--- src/rtl/cbd_pkg.sv ---
// Shared types for the cartridge bus access decoder.
package cbd_pkg;
    // Who owns the current bus cycle.
    typedef enum logic [1:0] {
        TGT_NONE = 2'd0,
        TGT_SRAM = 2'd1,
        TGT_ROM  = 2'd2,
        TGT_PORT = 2'd3
    } tgt_e;

    // Result of the combinational address decode.
    typedef struct packed {
        tgt_e tgt;        // owning target
        logic malformed;  // I/O mirror mismatch
        logic wide;       // 16-bit cycle
    } dec_s;
endpackage

--- src/rtl/cbd_addr_decode.sv ---
// Combinational classifier for one bus cycle.
// Assumes: the address is stable before any strobe falls. The segment is the top
// SEG_W address bits. During I/O cycles the bits between the port and the
// segment are zero, and the segment repeats the high port bits.
module cbd_addr_decode
    import cbd_pkg::*;
#(
    parameter int ADDR_W     = 20,
    parameter int SEG_W      = 4,
    parameter int PORT_W     = 8,
    parameter int SRAM_SEG   = 1,
    parameter int ROM_SEG_LO = 2,
    parameter int PORT_LO    = 'hC0
) (
    input  logic [ADDR_W-1:0] addr,
    input  logic              mem_sel,
    input  logic              rom_wide,
    output dec_s              dec
);
    localparam int SEG_LSB = ADDR_W - SEG_W;
    localparam int MID_W   = SEG_LSB - PORT_W;

    logic [SEG_W-1:0]  seg;
    logic [PORT_W-1:0] port;
    logic [MID_W-1:0]  mid;
    logic              mirror_bad;

    // Split the address into its fields.
    always_comb begin
        seg  = addr[ADDR_W-1:SEG_LSB];
        port = addr[PORT_W-1:0];
        mid  = addr[SEG_LSB-1:PORT_W];
        mirror_bad = (mid != '0) || (seg != port[PORT_W-1:PORT_W-SEG_W]);
    end

    // Classify the cycle and decide its width.
    always_comb begin
        dec = '{tgt: TGT_NONE, malformed: 1'b0, wide: 1'b0};
        if (mem_sel) begin
            if (int'(seg) == SRAM_SEG) begin
                dec.tgt = TGT_SRAM;
            end else if (int'(seg) >= ROM_SEG_LO) begin
                dec.tgt  = TGT_ROM;
                dec.wide = rom_wide;
            end
        end else begin
            dec.malformed = mirror_bad;
            if (!mirror_bad && int'(port) >= PORT_LO) begin
                dec.tgt = TGT_PORT;
            end
        end
    end
endmodule

--- src/rtl/cbd_strobe_sync.sv ---
// Multi-stage synchronizer with rising-edge detect for an asynchronous strobe.
// Assumes: the strobe stays at each level for longer than STAGES+1 clocks.
module cbd_strobe_sync #(
    parameter int   STAGES    = 2,
    parameter logic RESET_VAL = 1'b1
) (
    input  logic clk,
    input  logic rst_n,
    input  logic d,
    output logic q,
    output logic rise
);
    logic [STAGES:0] sh;

    // Shift the raw strobe through the synchronizer and one history stage.
    always_ff @(posedge clk) begin
        if (!rst_n) sh <= {(STAGES+1){RESET_VAL}};
        else        sh <= {sh[STAGES-1:0], d};
    end

    // Expose the synchronized level and its rising edge.
    always_comb begin
        q    = sh[STAGES-1];
        rise = sh[STAGES-1] & ~sh[STAGES];
    end
endmodule

--- src/rtl/cbd_port_write.sv ---
// Captures a claimed I/O write while its strobe is low and issues one pulse
// after the synchronized strobe rises.
// Assumes: data is valid from the strobe's falling edge until it rises.
module cbd_port_write #(
    parameter int PORT_W = 8,
    parameter int DATA_W = 16
) (
    input  logic              clk,
    input  logic              rst_n,
    input  logic              claim_now,
    input  logic [PORT_W-1:0] port_in,
    input  logic [DATA_W-1:0] data_in,
    input  logic              wr_rise,
    output logic              pulse,
    output logic [PORT_W-1:0] port_q,
    output logic [DATA_W-1:0] data_q
);
    logic armed;

    // Hold the latest port and data sampled during a claimed write.
    always_ff @(posedge clk) begin
        if (!rst_n) begin
            port_q <= '0;
            data_q <= '0;
        end else if (claim_now) begin
            port_q <= port_in;
            data_q <= data_in;
        end
    end

    // Arm on a claimed write, fire once when the strobe edge arrives.
    always_ff @(posedge clk) begin
        if (!rst_n) begin
            armed <= 1'b0;
            pulse <= 1'b0;
        end else begin
            pulse <= wr_rise & armed;
            if (claim_now)    armed <= 1'b1;
            else if (wr_rise) armed <= 1'b0;
        end
    end
endmodule

--- src/rtl/cart_bus_decoder.sv ---
// Cartridge-side bus access decoder: memory enables, byte-lane drive enables
// and a synchronized I/O register write strobe.
// Assumes: strobes are asynchronous to clk and the address leads the strobes.
module cart_bus_decoder
    import cbd_pkg::*;
#(
    parameter int ADDR_W      = 20,
    parameter int DATA_W      = 16,
    parameter int SEG_W       = 4,
    parameter int PORT_W      = 8,
    parameter int SRAM_SEG    = 1,
    parameter int ROM_SEG_LO  = 2,
    parameter int PORT_LO     = 'hC0,
    parameter int SYNC_STAGES = 2
) (
    input  logic              clk,
    input  logic              rst_n,
    input  logic [ADDR_W-1:0] bus_addr,
    input  logic [DATA_W-1:0] bus_data,
    input  logic              mem_sel,
    input  logic              rd_n,
    input  logic              wr_n,
    input  logic              sel_n,
    input  logic              rom_wide,
    output logic              rom_ce_n,
    output logic              sram_ce_n,
    output logic              mem_oe_n,
    output logic              mem_we_n,
    output logic [ADDR_W-1:0] dev_addr,
    output logic              drive_lo,
    output logic              drive_hi,
    output logic              io_malformed,
    output logic              io_wr_pulse,
    output logic [PORT_W-1:0] io_wr_port,
    output logic [DATA_W-1:0] io_wr_data
);
    dec_s dec;
    logic hit_mem;
    logic hit_port;
    logic claimed;
    logic wr_sync;
    logic wr_rise;
    logic port_claim_now;

    cbd_addr_decode #(
        .ADDR_W(ADDR_W), .SEG_W(SEG_W), .PORT_W(PORT_W),
        .SRAM_SEG(SRAM_SEG), .ROM_SEG_LO(ROM_SEG_LO), .PORT_LO(PORT_LO)
    ) u_dec (
        .addr(bus_addr), .mem_sel(mem_sel), .rom_wide(rom_wide), .dec(dec)
    );

    // Derive the memory enables and strobes from the decode.
    always_comb begin
        hit_mem   = (dec.tgt == TGT_SRAM) || (dec.tgt == TGT_ROM);
        hit_port  = (dec.tgt == TGT_PORT);
        claimed   = hit_mem || hit_port;
        rom_ce_n  = !(!sel_n && dec.tgt == TGT_ROM);
        sram_ce_n = !(!sel_n && dec.tgt == TGT_SRAM);
        mem_oe_n  = !(!sel_n && hit_mem && !rd_n);
        mem_we_n  = !(!sel_n && hit_mem && !wr_n);
        io_malformed = !sel_n && dec.malformed;
    end

    // Form the device address. A0 is zero in 16-bit cycles.
    always_comb begin
        dev_addr    = bus_addr;
        dev_addr[0] = bus_addr[0] & ~dec.wide;
    end

    // Turn on the byte-lane drivers only for selected, claimed reads.
    always_comb begin
        drive_lo = !sel_n && !rd_n && claimed;
        drive_hi = drive_lo && dec.wide;
    end

    cbd_strobe_sync #(.STAGES(SYNC_STAGES), .RESET_VAL(1'b1)) u_wr_sync (
        .clk(clk), .rst_n(rst_n), .d(wr_n), .q(wr_sync), .rise(wr_rise)
    );

    // Sample only while the raw strobe is low, before any edge is seen.
    always_comb port_claim_now = !sel_n && !wr_n && !wr_sync && hit_port;

    cbd_port_write #(.PORT_W(PORT_W), .DATA_W(DATA_W)) u_pwr (
        .clk(clk), .rst_n(rst_n), .claim_now(port_claim_now),
        .port_in(bus_addr[PORT_W-1:0]), .data_in(bus_data),
        .wr_rise(wr_rise), .pulse(io_wr_pulse),
        .port_q(io_wr_port), .data_q(io_wr_data)
    );
endmodule

--- config.mk ---
export PLATFORM = sky130hd
export DESIGN_NAME = cart_bus_decoder
export DESIGN_NICKNAME = d
export VERILOG_FILES = /design/src/rtl/cbd_pkg.sv /design/src/rtl/cbd_addr_decode.sv /design/src/rtl/cbd_strobe_sync.sv /design/src/rtl/cbd_port_write.sv /design/src/rtl/cart_bus_decoder.sv
export SDC_FILE = /design/constraint.sdc
export NUM_CORES = 1
export LEC_CHECK = 0
export ABC_AREA = 1
export BUFFER_PORTS_ARGS = -buffer_cell sky130_fd_sc_hd__buf_2
export CAP_MARGIN = 10
export CORE_UTILIZATION = 43
export DETAILED_ROUTE_END_ITERATION = 10
export PLACE_DENSITY = 0.76
export SETUP_SLACK_MARGIN = 0.3
export SLEW_MARGIN = 20
export SYNTH_ARGS = -nofsm -noshare
export SYNTH_HDL_FRONTEND = slang
export SYNTH_SLANG_ARGS = --single-unit
--- constraint.sdc ---
create_clock -name clk -period 1.4 [get_ports clk]
set_clock_uncertainty 0.05 [all_clocks]
set_input_delay 0.07 -clock clk [delete_from_list [all_inputs] [get_ports clk]]
set_output_delay 0.07 -clock clk [all_outputs]
set_load 0.03 [all_outputs]
==> results.cfg <==
[global_routing]
grtUsageTotal = 0.2520
grt_first_pass_wirelength_mm = 7.845
antenna_found_initial = 0
grt-ovfl-total = 0
grt_pass1_vias = 1733
grt_max_degree = 30

[critical_path]
path_max_fanout = 3
max_stage_delay_ns = 0.26
required_ns = 1.28
endpoint_kind = primary output
reg2regPathDepth = 7
cp_slowest_cell = ha_4
startpoint = bus_addr[7]
worstSetupPathType = primary input to primary output
crit_end = mem_we_n
path_cells = buf_6, inv_2, nand2_2, nand2_2, nor2_4, buf_6, nand4_1, nand2_1, nand2_2, ha_4, inv_4, nand3_4, buf_6
start_kind = primary input
rrSetupSlack_ns = 0.11
r2r_end = u_pwr.data_q[8]
reg2reg_from = u_wr_sync.sh[1]
worstPathArrival_ns = 1.48

[pwr]
power.density_nw_per_um2 = 697.0
ir_drop_v = 0.0006908
p_leak_uw = 0.001540

[logic_synthesis]
netlist_instances = 247
ys_seq_area_frac = 0.3608
postSynthAreaPerCell_um2 = 6.514
postSynthNetCount = 293
ys_warn_count = 0
ys_types = 19
netlist_area_um2 = 1609
ys_seq_elements = 29

[clock_tree]
clk_pin_slew_worst_paths_ns = 0.06
insertion_delay_ns = 0.28
cts_tree = yes
htree_levels = 2
cts.sinks = 29
cts_hold_buf = 0
cts_made_buffers = 5
cts_root_buf = clkbuf_8
clockBufferDepth = 2

[place]
port_buffers = 94
dpl.hpwl_mm = 3.034
gp_congestion = 0.8573

[sta]
finalSetupViolCount = 29
whs_ns = 0.02421
hold_viol = 0
fmax_ghz = 0.6239
relSlewSlack = 0.6471
period_needed_ns = 1.603
min_period_over_period = 1.145
max_slew.worst_pin.slew_ns = 0.5293
finalWorstSetupSlack_ns = -0.2028
rsz0062_at_grt = true
slew_violations = 0

[detailed_routing]
drtAntennaViolNets = 0
drc_errors = 0
firstDrtPassIters = 4
vias = 1942
routed_via_density = 4.904
wl_per_cell_um = 14.00
drtIter0Drc = 120
wirelength_mm = 5.543

[floorplan]
pin_count = 95
initial_core_util = 0.4639
die_area_um2 = 3990
die_y_um = 63.17
dieWidth_um = 63.17
row_count = 21
core_um2 = 3468

[layout]
layout-drive-gt1-share = 0.5971
area_growth_pct = 81.73
fill_cells = 196
final_util = 0.8431
nNetsFinal = 395
antennaDiodeCount = 0

[worst_hold_path]
hold_path.class = primary input to flip-flop

[status]
violations = setup timing
outcome = finished with violations

[job]
cap_violations = 0
logic make-up (layout without fill, tap and decap cells):
logic type                 after synthesis  count (layout)  synth area share
and+or+nand+nor                        142             142            0.3927
buffers and inverters                   71             174            0.2169
DFF                                     29              29            0.3608
adders and majority gates                3               3           0.02333
AOI/OAI and AO/OA                        2               2          0.006221
cell usage after synthesis (all sizes together):
master,number,area share
ha,3,0.023
nand3b,1,0.0047
nand2,54,0.13
nor3,2,0.0062
nor4,2,0.017
nor2,56,0.14
o21ai,2,0.0062
inv,41,0.096
buf,26,0.11
nand3,4,0.012
dfxtp,29,0.36
clkbuf,4,0.0093
nand4,23,0.089
area by class of cell:
class / instances / area, um^2 / share of cell area
inverter: 41 / 158.9 / 0.05434
sequential: 29 / 581.8 / 0.1990
multi-input combinational: 147 / 1054 / 0.3603
tap: 46 / 57.56 / 0.01968
timing repair buffer: 125 / 970.9 / 0.3321
clock buffer: 7 / 96.34 / 0.03295
clock inverter: 1 / 5.005 / 0.001712
sequential cells by signal, summed over array words and instances, names as in the netlist:
signal,cells
u_pwr.data_q,16
u_pwr.armed,1
u_pwr.pulse,1
u_wr_sync.sh,3
u_pwr.port_q,8
critical path: cells and delay by family:
family / cells / cell delay (ns)
fa+ha+maj: 1 / 0.26
buf+inv: 5 / 0.43
simple gates: 7 / 0.71
through the flow:
| stage | setup slack, ns | instances | TNS [ns] | cell area (um^2) | power (uW) |
|---|---|---|---|---|---|
| global route | -0.3121 | 396 | -4.401 | 2924 | 2117 |
| finish | -0.2028 | 396 | -1.667 | 2924 | 2038 |
| detailed placement | -0.3196 | 377 | -2.169 | 2215 | 1209 |
| global placement | -0.2788 | 377 | -1.326 | 2215 | 1204 |
| floorplan | -0.1165 | 247 | -0.1435 | 1739 | 1088 |
| CTS | -0.1169 | 393 | -0.4244 | 2780 | 1998 |
routing by layer:
layer  wire, um  global-route usage
met2       2919              0.4489
met3        314             0.05797
met1       2141              0.2937
met4        167             0.08523
met5          0                   0
cells in the final DEF, fill, tap and decap left out, types with 3 or more instances in the layout:
master	instances
nor2_2	5
clkbuf_8	7
nand4_1	23
buf_4	17
nand2_2	15
inv_2	11
nor2_1	23
buf_6	26
inv_1	28
nand2_1	36
buf_2	73
nor2_4	28
ha_4	3
buf_12	3
nand2_4	3
dfxtp_1	28
worst min-delay path by stage:
stage                           end  slack, ns  startpoint  cells past startpoint
floorplan                  drive_lo       0.13       sel_n                      1
global placement    u_wr_sync.sh[0]       0.30        wr_n                      3
detailed placement  u_wr_sync.sh[0]       0.31        wr_n                      3
CTS                 u_wr_sync.sh[0]       0.02        wr_n                      3
global route        u_wr_sync.sh[0]       0.04        wr_n                      3
finish              u_wr_sync.sh[0]       0.02        wr_n                      3
power by group:
| part | switching, uW | leakage [uW] | internal (uW) |
|---|---|---|---|
| registers | 2.02 | 0.000234 | 829 |
| clock network | 319 | 0.0000542 | 444 |
| logic | 264 | 0.00125 | 181 |
| total | 585 | 0.00154 | 1450 |
timing repair:
action,4_1_cts,5_1_grt
buffers inserted,5,3
resized for setup,87,42
cloned,3,0
pin swaps,17,12
setup endpoints to repair,30,33
No activity file was read; power rests on OpenSTA's default activity.
